$ cat src/rtl/tr_pkg.sv
package tr_pkg;
  typedef enum logic [1:0] {ST_IDLE = 2'd0, ST_DELAY = 2'd1, ST_RUN = 2'd2} tr_state_e;

  localparam int A_CTRL   = 0;
  localparam int A_DELAY  = 1;
  localparam int A_RATE   = 2;
  localparam int A_NCONV  = 3;
  localparam int A_STATUS = 4;
  localparam int A_ADDR   = 5;

  localparam int B_REC   = 0;
  localparam int B_EXT   = 1;
  localparam int B_CONT  = 2;
  localparam int B_CSEL  = 3;
  localparam int B_CKEN  = 4;
  localparam int B_SPOL  = 5;
  localparam int B_SOPOL = 6;
  localparam int B_SWSTP = 7;
  localparam int B_TRIG  = 8;
  localparam int CTRL_W  = 8;
endpackage

$ cat src/rtl/tr_sync.sv
module tr_sync #(
  parameter int N = 3
) (
  input  logic         clk,
  input  logic         rst,
  input  logic [N-1:0] async_i,
  output logic [N-1:0] sync_o
);
  logic [1:0] age_q;

  for (genvar i = 0; i < N; i++) begin : g_bit
    logic s1_q, s2_q;
    always_ff @(posedge clk) begin
      if (rst) begin
        s1_q <= 1'b0;
        s2_q <= 1'b0;
      end else begin
        s1_q <= async_i[i];
        s2_q <= s1_q;
      end
    end
    assign sync_o[i] = s2_q;
  end

  always_ff @(posedge clk) begin
    if (rst) age_q <= 2'd0;
    else if (age_q != 2'd2) age_q <= age_q + 2'd1;
  end

  // two flops between pin and use
  p_two_flop_r12: assert property (@(posedge clk) disable iff (rst)
    (age_q == 2'd2) |-> (sync_o == $past(async_i, 2)));
endmodule

$ cat src/rtl/tr_rate_div.sv
module tr_rate_div #(
  parameter int RATE_W = 20
) (
  input  logic              clk,
  input  logic              rst,
  input  logic              load_i,
  input  logic              run_i,
  input  logic              tick_i,
  input  logic [RATE_W-1:0] rate_i,
  output logic              tc_o
);
  logic [RATE_W-1:0] cnt_q;

  assign tc_o = run_i && tick_i && (cnt_q == '0);

  always_ff @(posedge clk) begin
    if (rst) cnt_q <= '0;
    else if (load_i) cnt_q <= rate_i;
    else if (run_i && tick_i) cnt_q <= (cnt_q == '0) ? rate_i : cnt_q - 1'b1;
  end

  // terminal count reloads the divisor
  p_reload_r4: assert property (@(posedge clk) disable iff (rst)
    (tc_o && !load_i) |=> (cnt_q == $past(rate_i)));
endmodule

$ cat src/rtl/tr_seq.sv
module tr_seq
  import tr_pkg::*;
#(
  parameter int ADDR_W = 18,
  parameter int DLY_W  = 20,
  parameter int CNT_W  = 32
) (
  input  logic              clk,
  input  logic              rst,
  input  logic              enable_i,
  input  logic              cont_i,
  input  logic              trig_i,
  input  logic              stop_i,
  input  logic              tick_i,
  input  logic              tc_i,
  input  logic [DLY_W-1:0]  dly_val_i,
  input  logic [CNT_W-1:0]  nconv_i,
  output logic              load_o,
  output logic              run_o,
  output logic              busy_o,
  output logic              stb_o,
  output logic [ADDR_W-1:0] addr_o,
  output logic [ADDR_W-1:0] ptr_o,
  output logic              stopped_o,
  output logic              ovf_o
);
  localparam logic [ADDR_W-1:0] ADDR_TOP = '1;

  tr_state_e         state_q;
  logic [DLY_W-1:0]  dly_q;
  logic [CNT_W-1:0]  cnt_q;
  logic [ADDR_W-1:0] ptr_q, addr_q;
  logic              stb_q, stopped_q, ovf_q;

  assign load_o    = enable_i && (state_q == ST_DELAY) && !stop_i && (dly_q == '0);
  assign run_o     = (state_q == ST_RUN);
  assign busy_o    = (state_q != ST_IDLE);
  assign stb_o     = stb_q;
  assign addr_o    = addr_q;
  assign ptr_o     = ptr_q;
  assign stopped_o = stopped_q;
  assign ovf_o     = ovf_q;

  always_ff @(posedge clk) begin
    if (rst) begin
      state_q <= ST_IDLE;
      dly_q <= '0;
      cnt_q <= '0;
      ptr_q <= '0;
      addr_q <= '0;
      stb_q <= 1'b0;
      stopped_q <= 1'b0;
      ovf_q <= 1'b0;
    end else begin
      stb_q <= 1'b0;
      if (!enable_i) begin
        state_q <= ST_IDLE;
      end else begin
        case (state_q)
          ST_IDLE: if (trig_i) begin
            state_q <= ST_DELAY;
            dly_q <= dly_val_i;
            cnt_q <= '0;
            stopped_q <= 1'b0;
            ovf_q <= 1'b0;
            if (!cont_i) ptr_q <= '0;
          end
          ST_DELAY: begin
            if (stop_i) begin
              state_q <= ST_IDLE;
              stopped_q <= 1'b1;
            end else if (dly_q == '0) state_q <= ST_RUN;
            else if (tick_i) dly_q <= dly_q - 1'b1;
          end
          ST_RUN: begin
            if (stop_i) begin
              state_q <= ST_IDLE;
              stopped_q <= 1'b1;
            end else if (tc_i) begin
              stb_q <= 1'b1;
              addr_q <= ptr_q;
              ptr_q <= ptr_q + 1'b1;
              cnt_q <= cnt_q + 1'b1;
              if ((nconv_i != '0) && ((cnt_q + 1'b1) == nconv_i)) begin
                state_q <= ST_IDLE;
                stopped_q <= 1'b1;
              end else if ((ptr_q == ADDR_TOP) && !cont_i) begin
                state_q <= ST_IDLE;
                stopped_q <= 1'b1;
                ovf_q <= 1'b1;
              end
            end
          end
          default: state_q <= ST_IDLE;
        endcase
      end
    end
  end

  // disabled unit is idle
  p_disabled_idle_r1: assert property (@(posedge clk) disable iff (rst)
    !enable_i |=> (state_q == ST_IDLE));
  // accepted trigger enters delay with stopped cleared
  p_trig_accept_r2: assert property (@(posedge clk) disable iff (rst)
    (enable_i && (state_q == ST_IDLE) && trig_i) |=> ((state_q == ST_DELAY) && !stopped_q));
  // any stop cause halts delay or run
  p_stop_halts_r9: assert property (@(posedge clk) disable iff (rst)
    (enable_i && (state_q != ST_IDLE) && stop_i) |=> ((state_q == ST_IDLE) && stopped_q));
  // per-run count never reaches the limit while running
  p_count_bound_r6: assert property (@(posedge clk) disable iff (rst)
    ((state_q == ST_RUN) && (nconv_i != '0)) |-> (cnt_q < nconv_i));
  // overflow is raised only outside continuous mode
  p_no_overflow_r7: assert property (@(posedge clk) disable iff (rst)
    $rose(ovf_q) |-> !$past(cont_i));
endmodule

$ cat src/rtl/tr_acq_ctrl.sv
module tr_acq_ctrl
  import tr_pkg::*;
#(
  parameter int ADDR_W = 18,
  parameter int RATE_W = 20,
  parameter int DLY_W  = 20,
  parameter int DATA_W = 32,
  parameter int REG_AW = 3
) (
  input  logic              clk,
  input  logic              rst,
  input  logic              wr_en,
  input  logic [REG_AW-1:0] wr_addr,
  input  logic [DATA_W-1:0] wr_data,
  input  logic              rd_en,
  input  logic [REG_AW-1:0] rd_addr,
  output logic [DATA_W-1:0] rd_data,
  input  logic              ref_tick_i,
  input  logic              ext_trig_i,
  input  logic              ext_stop_i,
  input  logic              ext_clk_i,
  output logic              clk_out_o,
  output logic              start_out_o,
  output logic              conv_stb_o,
  output logic [ADDR_W-1:0] conv_addr_o
);
  localparam int N_PINS = 3;

  logic [CTRL_W-1:0] ctrl_q;
  logic [DLY_W-1:0]  dly_q;
  logic [RATE_W-1:0] rate_q;
  logic [DATA_W-1:0] nconv_q;
  logic              swtrig_q, trig_pv_q, eclk_pv_q, clk_out_q, start_out_q;
  logic [N_PINS-1:0] pin_sync;
  logic              trig_rise, eclk_rise, stop_req, tick, enable;
  logic              load, run, busy, tc, stb, stopped, ovf;
  logic [ADDR_W-1:0] saddr, ptr;

  tr_sync #(.N(N_PINS)) u_sync (
    .clk(clk), .rst(rst),
    .async_i({ext_clk_i, ext_stop_i, ext_trig_i}),
    .sync_o(pin_sync)
  );

  assign trig_rise = pin_sync[0] && !trig_pv_q;
  assign eclk_rise = pin_sync[2] && !eclk_pv_q;
  assign stop_req  = ctrl_q[B_SWSTP] || (pin_sync[1] != ctrl_q[B_SPOL]);
  assign tick      = ctrl_q[B_CSEL] ? eclk_rise : ref_tick_i;
  assign enable    = ctrl_q[B_REC] && ctrl_q[B_EXT];

  always_ff @(posedge clk) begin
    if (rst) begin
      ctrl_q <= '0;
      dly_q <= '0;
      rate_q <= '0;
      nconv_q <= '0;
      swtrig_q <= 1'b0;
    end else begin
      swtrig_q <= wr_en && (wr_addr == REG_AW'(A_CTRL)) && wr_data[B_TRIG];
      if (wr_en) begin
        case (wr_addr)
          REG_AW'(A_CTRL):  ctrl_q <= wr_data[CTRL_W-1:0];
          REG_AW'(A_DELAY): dly_q <= wr_data[DLY_W-1:0];
          REG_AW'(A_RATE):  rate_q <= wr_data[RATE_W-1:0];
          REG_AW'(A_NCONV): nconv_q <= wr_data;
          default: ;
        endcase
      end
    end
  end

  always_ff @(posedge clk) begin
    if (rst) begin
      trig_pv_q <= 1'b0;
      eclk_pv_q <= 1'b0;
      clk_out_q <= 1'b0;
      start_out_q <= 1'b0;
      rd_data <= '0;
    end else begin
      trig_pv_q <= pin_sync[0];
      eclk_pv_q <= pin_sync[2];
      clk_out_q <= ctrl_q[B_CKEN] && (ctrl_q[B_CSEL] ? pin_sync[2] : ref_tick_i);
      start_out_q <= run ^ ctrl_q[B_SOPOL];
      if (rd_en) begin
        case (rd_addr)
          REG_AW'(A_CTRL):   rd_data <= DATA_W'(ctrl_q);
          REG_AW'(A_DELAY):  rd_data <= DATA_W'(dly_q);
          REG_AW'(A_RATE):   rd_data <= DATA_W'(rate_q);
          REG_AW'(A_NCONV):  rd_data <= nconv_q;
          REG_AW'(A_STATUS): rd_data <= DATA_W'({ovf, busy, stopped});
          REG_AW'(A_ADDR):   rd_data <= DATA_W'(ptr);
          default:           rd_data <= '0;
        endcase
      end
    end
  end

  tr_rate_div #(.RATE_W(RATE_W)) u_div (
    .clk(clk), .rst(rst), .load_i(load), .run_i(run), .tick_i(tick),
    .rate_i(rate_q), .tc_o(tc)
  );

  tr_seq #(.ADDR_W(ADDR_W), .DLY_W(DLY_W), .CNT_W(DATA_W)) u_seq (
    .clk(clk), .rst(rst), .enable_i(enable), .cont_i(ctrl_q[B_CONT]),
    .trig_i(trig_rise || swtrig_q), .stop_i(stop_req), .tick_i(tick), .tc_i(tc),
    .dly_val_i(dly_q), .nconv_i(nconv_q), .load_o(load), .run_o(run), .busy_o(busy),
    .stb_o(stb), .addr_o(saddr), .ptr_o(ptr), .stopped_o(stopped), .ovf_o(ovf)
  );

  assign conv_stb_o  = stb;
  assign conv_addr_o = saddr;
  assign clk_out_o   = clk_out_q;
  assign start_out_o = start_out_q;

  // start-out lags the run state by one cycle
  p_start_out_r10: assert property (@(posedge clk) disable iff (rst)
    $rose(run) |=> (start_out_o != ctrl_q[B_SOPOL]) || $changed(ctrl_q));
endmodule

$ cat config.mk
export PLATFORM = sky130hd
export DESIGN_NAME = tr_acq_ctrl
export DESIGN_NICKNAME = d
export VERILOG_FILES = /design/src/rtl/tr_pkg.sv /design/src/rtl/tr_sync.sv /design/src/rtl/tr_rate_div.sv /design/src/rtl/tr_seq.sv /design/src/rtl/tr_acq_ctrl.sv
export SDC_FILE = /design/constraint.sdc
export NUM_CORES = 1
export LEC_CHECK = 0
export BUFFER_PORTS_ARGS = -buffer_cell sky130_fd_sc_hd__buf_4
export CORE_ASPECT_RATIO = 0.8
export CORE_MARGIN = 2
export CORE_UTILIZATION = 55
export DETAILED_ROUTE_END_ITERATION = 7
export HOLD_SLACK_MARGIN = 0.03
export PLACE_DENSITY = 0.8
export REMOVE_ABC_BUFFERS = 1
export SYNTH_ARGS = -nofsm -noshare
export SYNTH_HDL_FRONTEND = slang
export SYNTH_SLANG_ARGS = --single-unit
$ cat constraint.sdc
create_clock -name clk -period 3.3 [get_ports clk]
set_input_delay 0.495 -clock clk [delete_from_list [all_inputs] [get_ports clk]]
set_output_delay 0.495 -clock clk [all_outputs]
set_load 0.005 [all_outputs]
* Yosys cells after proc, flatten, opt, wreduce, memory -nomap -nowiden
Cells that the tools add are included.
** Word-level totals
- Logic and storage cells :: 142
- Output and inout bits :: 53
- Bits of input ports :: 46
- Bits in registers :: 236
** Cells by class
- Equality and inequality tests :: 26
- Bitwise operators :: 4
- Muxes and demuxes :: 40
- Add/sub/neg operators :: 4
- Reduce and logical (&&, ||, !) cells :: 43
** Operators with widths (count)
- 32-bit one-hot mux with 6 select lines :: 1
- 20-bit two-way mux :: 7
- 32-bit two-way mux :: 3
- 18-bit two-way mux :: 4
- 32-bit one-hot mux with 2 select lines :: 1
- 20-bit zero test :: 2
- 20-bit one-hot mux with 2 select lines :: 1
- 20-bit by 1-bit subtractor with 20-bit output (second input constant) :: 2
- 18-bit one-hot mux with 2 select lines :: 1
- 32-bit by 1-bit adder with 32-bit output (second input constant) :: 1
- 32-bit == test :: 1
- 32-bit nonzero test :: 1
- 18-bit by 1-bit adder with 18-bit output (second input constant) :: 1
- 18-bit == test (second input constant) :: 1
- 6-bit AND reduction :: 3
- 2-bit two-way mux :: 7
- 1-bit logical AND :: 13
- 3-bit by 2-bit == test with 1-bit output (second input constant) :: 4
- 1-bit two-way mux :: 12
- 2-bit inequality test (second input constant) :: 6
- 2-bit by 1-bit inequality test with 1-bit output (second input constant) :: 4
- 2-bit AND reduction :: 4
- 4-bit AND reduction :: 2
- 2-bit nonzero test :: 4
- other kinds (22) :: 31

* Longest topological paths before layout
- Depth in word-level cells :: 8
- Gate-level depth with buffers :: 13
- Depth with buffers taken out :: 11

* Modules after synthesis
Synthesis repeated with hierarchy kept, for this count alone.
** Second synthesis, totals
- Cell total of the unflattened synthesis :: 1545
- Area total of the unflattened synthesis :: 12085.3 um2
** By module, submodules not included
- tr_seq :: times used 1, cells each 763, seq. area each 1861.8 um2, area each 5725.5 um2
- tr_acq_ctrl :: times used 1, cells each 581, seq. area each 2342.2 um2, area each 4788.3 um2
- tr_rate_div :: times used 1, cells each 186, seq. area each 400.4 um2, area each 1391.3 um2
- tr_sync :: times used 1, cells each 15, seq. area each 120.1 um2, area each 180.2 um2

* Least setup slack after synthesis
No wires, ideal clock.
- Path type :: reg-to-reg
- Start :: register u_seq.cnt_q[0]
- End :: register u_seq.state_q[1]
- Path buffers :: 1
- Cell stages (with the launch flop) :: 12
- Data arrival time :: 2.634 ns
- Clock period less this slack :: 2.705 ns
- Library setup time :: 0.072 ns
- Data required time :: 3.228 ns
- Path slack :: 0.595 ns
- Path through :: dfxtp_1 > ha_1 > buf_2 > nand3_2 > or3_4 > nor3_4 > and3_4 > nand3_2 > a2111oi_2 > nand4_1 > a21oi_2 > mux2i_1
** On the way
- Cells in the longest elaborated chain, start to end :: 7
- Elaborated cells on any way between the ends :: 9
- Those cells by class :: 1 x add/sub; 2 x eq/ne; 4 x mux; 2 x reduce/logical
** Ends and longest elaborated chain
- start, declared :: RTL line tr_seq.sv:31 : logic [CNT_W-1:0] cnt_q;
- start signal, assigned :: RTL line tr_seq.sv:83 : cnt_q <= cnt_q + 1'b1;
- 32-bit by 1-bit adder with 32-bit output * :: RTL line tr_seq.sv:84 : if ((nconv_i != '0) && ((cnt_q + 1'b1) == nconv_i)) begin
- 32-bit == test * :: RTL line tr_seq.sv:84
- 1-bit logical AND * :: RTL line tr_seq.sv:84
- 2-bit two-way mux :: RTL line tr_seq.sv:84
- 2-bit two-way mux :: RTL line tr_seq.sv:79 : end else if (tc_i) begin
- 2-bit two-way mux :: RTL line tr_seq.sv:76 : if (stop_i) begin
- 2-bit one-hot mux with 3 select lines :: RTL line tr_seq.sv:59 : case (state_q)
- end signal, assigned :: RTL line tr_seq.sv:61 : state_q <= ST_DELAY;
- end signal, assigned :: RTL line tr_seq.sv:77 : state_q <= ST_IDLE;
- end signal, assigned :: RTL line tr_seq.sv:85 : state_q <= ST_IDLE;
- end, declared :: RTL line tr_seq.sv:29 : tr_state_e state_q;
Every way passes the cells marked *; elsewhere a longest branch is shown, timed or not. The select of a mux whose other input is x is not followed.
A chain may end at the register's enable or synchronous reset.

* Worst setup path in the final report
- Start :: register u_seq.cnt_q[0]
- End :: register u_seq.state_q[0]
Same word-level chain as after synthesis.

==> qor_table.md <==
| Parameter | Value |
| --- | --- |
| WP data required | 3.76 ns |
| Antenna violations before repair | 3 |
| Library cell used as clock root buffer | sky130_fd_sc_hd__clkbuf_16 |
| Final estimated routing congestion in global placement | 0.9713 |
| Iteration-0 DRC count of the detailed router | 1,501 |
| Unrepaired setup endpoints after global routing | no |
| Die Outline Area | 22,620 µm² |
| Number of input and output port buffers inserted | 98 |
| Final setup skew | 0.01390 ns |
| Total of hold buffers inserted after clock tree synthesis | 0 |
| Xor and xnor area share after synthesis | 4.885% |
| Critical Path Sink Type | flop |
| GRT overflow | 0 |
| Share of the cycle needed by the critical path after routing | 92.20% |
| Utilization of the core after routing | 65.50% |
| Max capacitance violation total | 0 |
| Number of nets with antenna violations after detailed routing | 0 |
| Share of layout cells above drive strength 1 | 14.15% |
| Power density over the cells | 454.4 nW/µm² |
| Clock slew at the register clock pins of the worst setup and hold paths | 0.06 ns |
| Share of the synthesized area in compound gates (AO/OA/AOI/OAI) | 20.03% |
| Cell seen most often among critical-path stages | sky130_fd_sc_hd__nand3_2 |
| Inserted Clock Buffers | 24 |
| Via count | 11,653 |
| Number of global-route vias before repair | 10,203 |
| Final max-slew violation count | 0 |
| Setup-failing EPs final | 0 |
| Initial Utilization | 56.44% |
| Largest area contributor in the synthesized netlist | sky130_fd_sc_hd__dfxtp_1 |
| CTS sink cnt | 236 |
| Timing-limited maximum frequency | 328.7 MHz |
| Worst Tran Pin Value | 1.114 ns |
| Number of synthesized register bits | 236 |
| Simple-gate portion of the synthesized area | 26.32% |
| Final Hold Fails | 0 |
| Ys Warns | 0 |
| Mux contribution to synthesized area | 3.844% |
| Maximum net fanout on the critical path | 8 |
| Internal reg-to-reg setup slack | 0.26 ns |
| Commonest register cell after synthesis | sky130_fd_sc_hd__dfxtp_1 |
| Net count of the finished layout | 1,641 |
| Mapped Cells | 1,527 |
| Detailed-routing iteration count for the pre-antenna-repair pass | 6 |
| Tightest Hold Check Type | primary input to flop |
| Clock network latency to the later pin of the worst-skew pair | 0.53 ns |
| Adder-cell area share of the yosys netlist | 0.8495% |
| Average footprint of a synthesized cell | 7.716 µm² |
| Number of enable-type register cells in the synthesized netlist | 0 |
| Wire length of the first global-routing pass | 55,190 µm |
| Vias per cell | 6.222 |
| Top cell type's share of synthesized area | 40.10% |
| Cell Rows | 47 |
| Dominant combinational cell family by area after synthesis | simple AND/OR/NAND/NOR gates |
| Routed WL per cell | 18.78 µm |
| Ordered cell list for the critical path | ha_4 > nand3_2 > or3_4 > nor3_4 > and3_4 > nand3_2 > a2111oi_2 > nand4_1 > a21oi_2 > mux2i_1 |
| CTS tree | done |
| Antenna Cells | 0 |
| Sum of negative setup slack | 0 ns |
| CP Launch Type | flop |
| Area of the placeable core | 20,880 µm² |
| H-tree levels | 1 |
| Signed area change from the synthesized netlist to the final layout | 16.05% |
| Register area share after synthesis | 40.10% |
| Combined global-route utilization of all metal layers | 30.23% |
| Final critical path time including I/O delays and setup | 3.043 ns |
| Maximum number of pins on one net before global-route repair | 83 |
| Top cells by area, synth | sky130_fd_sc_hd__dfxtp_1 (40%), sky130_fd_sc_hd__nand2_1 (9.2%), sky130_fd_sc_hd__a21oi_1 (8.7%) |
| Slew Limit Headroom | 25.46% |
| Post-synthesis cell type count | 73 |
| Detailed-route DRC error count | 0 |
| Cell with the largest stage delay on the worst path | sky130_fd_sc_hd__dfxtp_1 |
| Static Leak | 4.992 nW |
| Class of the most critical setup path | flop to flop |
| Netlist Area Pre-Place | 11,780 µm² |
| Die span in x | 167.6 µm |
| Total Routed Length | 35,180 µm |
| Number of placed I/O pins | 99 |
| Bufs on Longest Clock Path | 3 |
| DIE HEIGHT | 134.9 µm |
| Data arrival time of the critical path | 3.50 ns |
| Peak per-stage delay on the critical path | 0.49 ns |
| Worst vdd ir | 0.0003999 V |
| Ys async rst share | 0% |
| Run status | finished clean |
| HPWL after DPL | 24,170 µm |
[worst max-delay path: cells and delay by family, from the launching register on]
| family | cells | cell delay (ns) |
|---|---|---|
| mux | 1 | 0.20 |
| flops | 1 | 0.49 |
| compound gates | 2 | 0.58 |
| fa+ha+maj | 1 | 0.24 |
| simple gates | 6 | 1.45 |
[path summary, 6_finish.rpt]
kind / start / endpoint / cells after the start
max: u_seq.cnt_q[0]$_SDFFE_PP0P_ / u_seq.state_q[0]$_SDFFE_PP0P_ / 10
min: ext_clk_i / u_sync.g_bit[2].s1_q$_SDFF_PP0_ / 2
max reg2reg: u_seq.cnt_q[0]$_SDFFE_PP0P_ / u_seq.state_q[0]$_SDFFE_PP0P_ / 10
min reg2reg: u_sync.g_bit[2].s1_q$_SDFF_PP0_ / u_sync.g_bit[2].s2_q$_SDFF_PP0_ / 1
[stage by stage]
| stage | instances | worst slack, ns | total power [mW] | hold WS, ns | instance area, µm² |
|---|---|---|---|---|---|
| final | 1873 | 0.2574 | 6.213 | 0.1827 | 13670 |
| after global routing | 1873 | 0.003710 | 6.368 | 0.1849 | 13670 |
| after CTS | 1870 | 0.06672 | 6.226 | 0.1736 | 13630 |
| after detailed placement | 1827 | 0.08151 | 3.302 | 0.4287 | 12760 |
| after global placement | 1827 | 0.1681 | 3.297 | 0.4184 | 12760 |
| after floorplan | 1430 | -0.1917 | 3.095 | 0.4138 | 11400 |
[sequential cells by signal (all words and copies together) (netlist names), 3 cells and up]
signal and count:
u_seq.cnt_q 32, ctrl_q 8, dly_q 20, u_seq.ptr_o 18, rd_data 32, nconv_q 32, u_sync.g_bit.s2_q 3, rate_q 20
u_seq.dly_q 20, u_seq.addr_o 18, u_div.cnt_q 20, u_sync.g_bit.s1_q 3
[where the power goes]
part	leakage (nW)	switching (mW)	internal (mW)	total [mW]
sequential	1.91	0.0351	2.88	2.92
clock	0.433	1.15	1.81	2.96
combinational	2.65	0.204	0.126	0.330
[area by class of cell]
cell class	instances	area, µm²
sequential	236	4725
fill	1754	7203
multi-input combinational	1170	6626
clock inverter	7	113.9
inverter	24	90.09
tap	269	336.6
clock buffer	36	757.0
timing repair buffer	131	1025
[placed cells by master, fill, tap and decap left out, types with 5 or more instances in the layout]
cell type | synthesis | final
sky130_fd_sc_hd__xnor2_1 | 35 | 35
sky130_fd_sc_hd__clkbuf_8 | 0 | 9
sky130_fd_sc_hd__nand3b_1 | 15 | 15
sky130_fd_sc_hd__o21ai_0 | 62 | 62
sky130_fd_sc_hd__ha_1 | 8 | 7
sky130_fd_sc_hd__o22ai_1 | 5 | 5
sky130_fd_sc_hd__a22o_1 | 7 | 7
sky130_fd_sc_hd__buf_4 | 0 | 127
sky130_fd_sc_hd__xor2_1 | 28 | 28
sky130_fd_sc_hd__nand4_1 | 18 | 18
sky130_fd_sc_hd__inv_1 | 23 | 23
sky130_fd_sc_hd__a21oi_1 | 204 | 204
sky130_fd_sc_hd__nand4b_1 | 5 | 5
sky130_fd_sc_hd__mux2_2 | 22 | 22
sky130_fd_sc_hd__nand2b_1 | 11 | 11
sky130_fd_sc_hd__dfxtp_1 | 236 | 236
sky130_fd_sc_hd__a21o_1 | 12 | 12
sky130_fd_sc_hd__nor3_1 | 27 | 26
sky130_fd_sc_hd__and4_1 | 6 | 6
sky130_fd_sc_hd__nand2_1 | 288 | 288
sky130_fd_sc_hd__nor2b_1 | 28 | 28
sky130_fd_sc_hd__nor2_1 | 156 | 156
sky130_fd_sc_hd__and3_1 | 11 | 11
sky130_fd_sc_hd__clkbuf_16 | 0 | 25
sky130_fd_sc_hd__nor4_1 | 18 | 17
sky130_fd_sc_hd__a211oi_1 | 36 | 36
sky130_fd_sc_hd__and2_1 | 6 | 6
sky130_fd_sc_hd__or3_1 | 9 | 9
sky130_fd_sc_hd__a22oi_1 | 22 | 22
sky130_fd_sc_hd__nand3_1 | 35 | 35
sky130_fd_sc_hd__a31oi_1 | 6 | 6
sky130_fd_sc_hd__mux2i_1 | 16 | 16
[cells in the mapped netlist (all sizes together) (14+ instances only)]
master  number
nand2      288
dfxtp      236
a21oi      205
nor2       156
clkbuf      83
o21ai       63
nand3       38
a211oi      36
xnor2       35
nor3        32
nor2b       28
xor2        28
inv         23
a22oi       22
mux2        22
nand4       19
nor4        19
mux2i       16
nand3b      15
and3        14
buf         14
[per-layer routing]
layer	GRT usage, %	vias up	part of all wire, %
li1	-	5462	-
met1	44.76	5484	44
met2	45.09	642	42
met3	6.038	65	11
met4	7.681	0	2.3
met5	0	-	0
[logic make-up after synthesis]
group                    count (synthesis)
multiplexers                            40
AO/OA/AOI/OAI                          396
XOR/XNOR                                64
buffers and inverters                  121
flip-flops                             236
adder cells (fa/ha/maj)                  8
AND/OR/NAND/NOR                        662
[what timing repair did]
item	4_1_cts	5_1_grt
setup buffers	0	3
setup endpoints to repair	0	4
gates resized for setup	0	4
(Power assumes the default switching activity.)
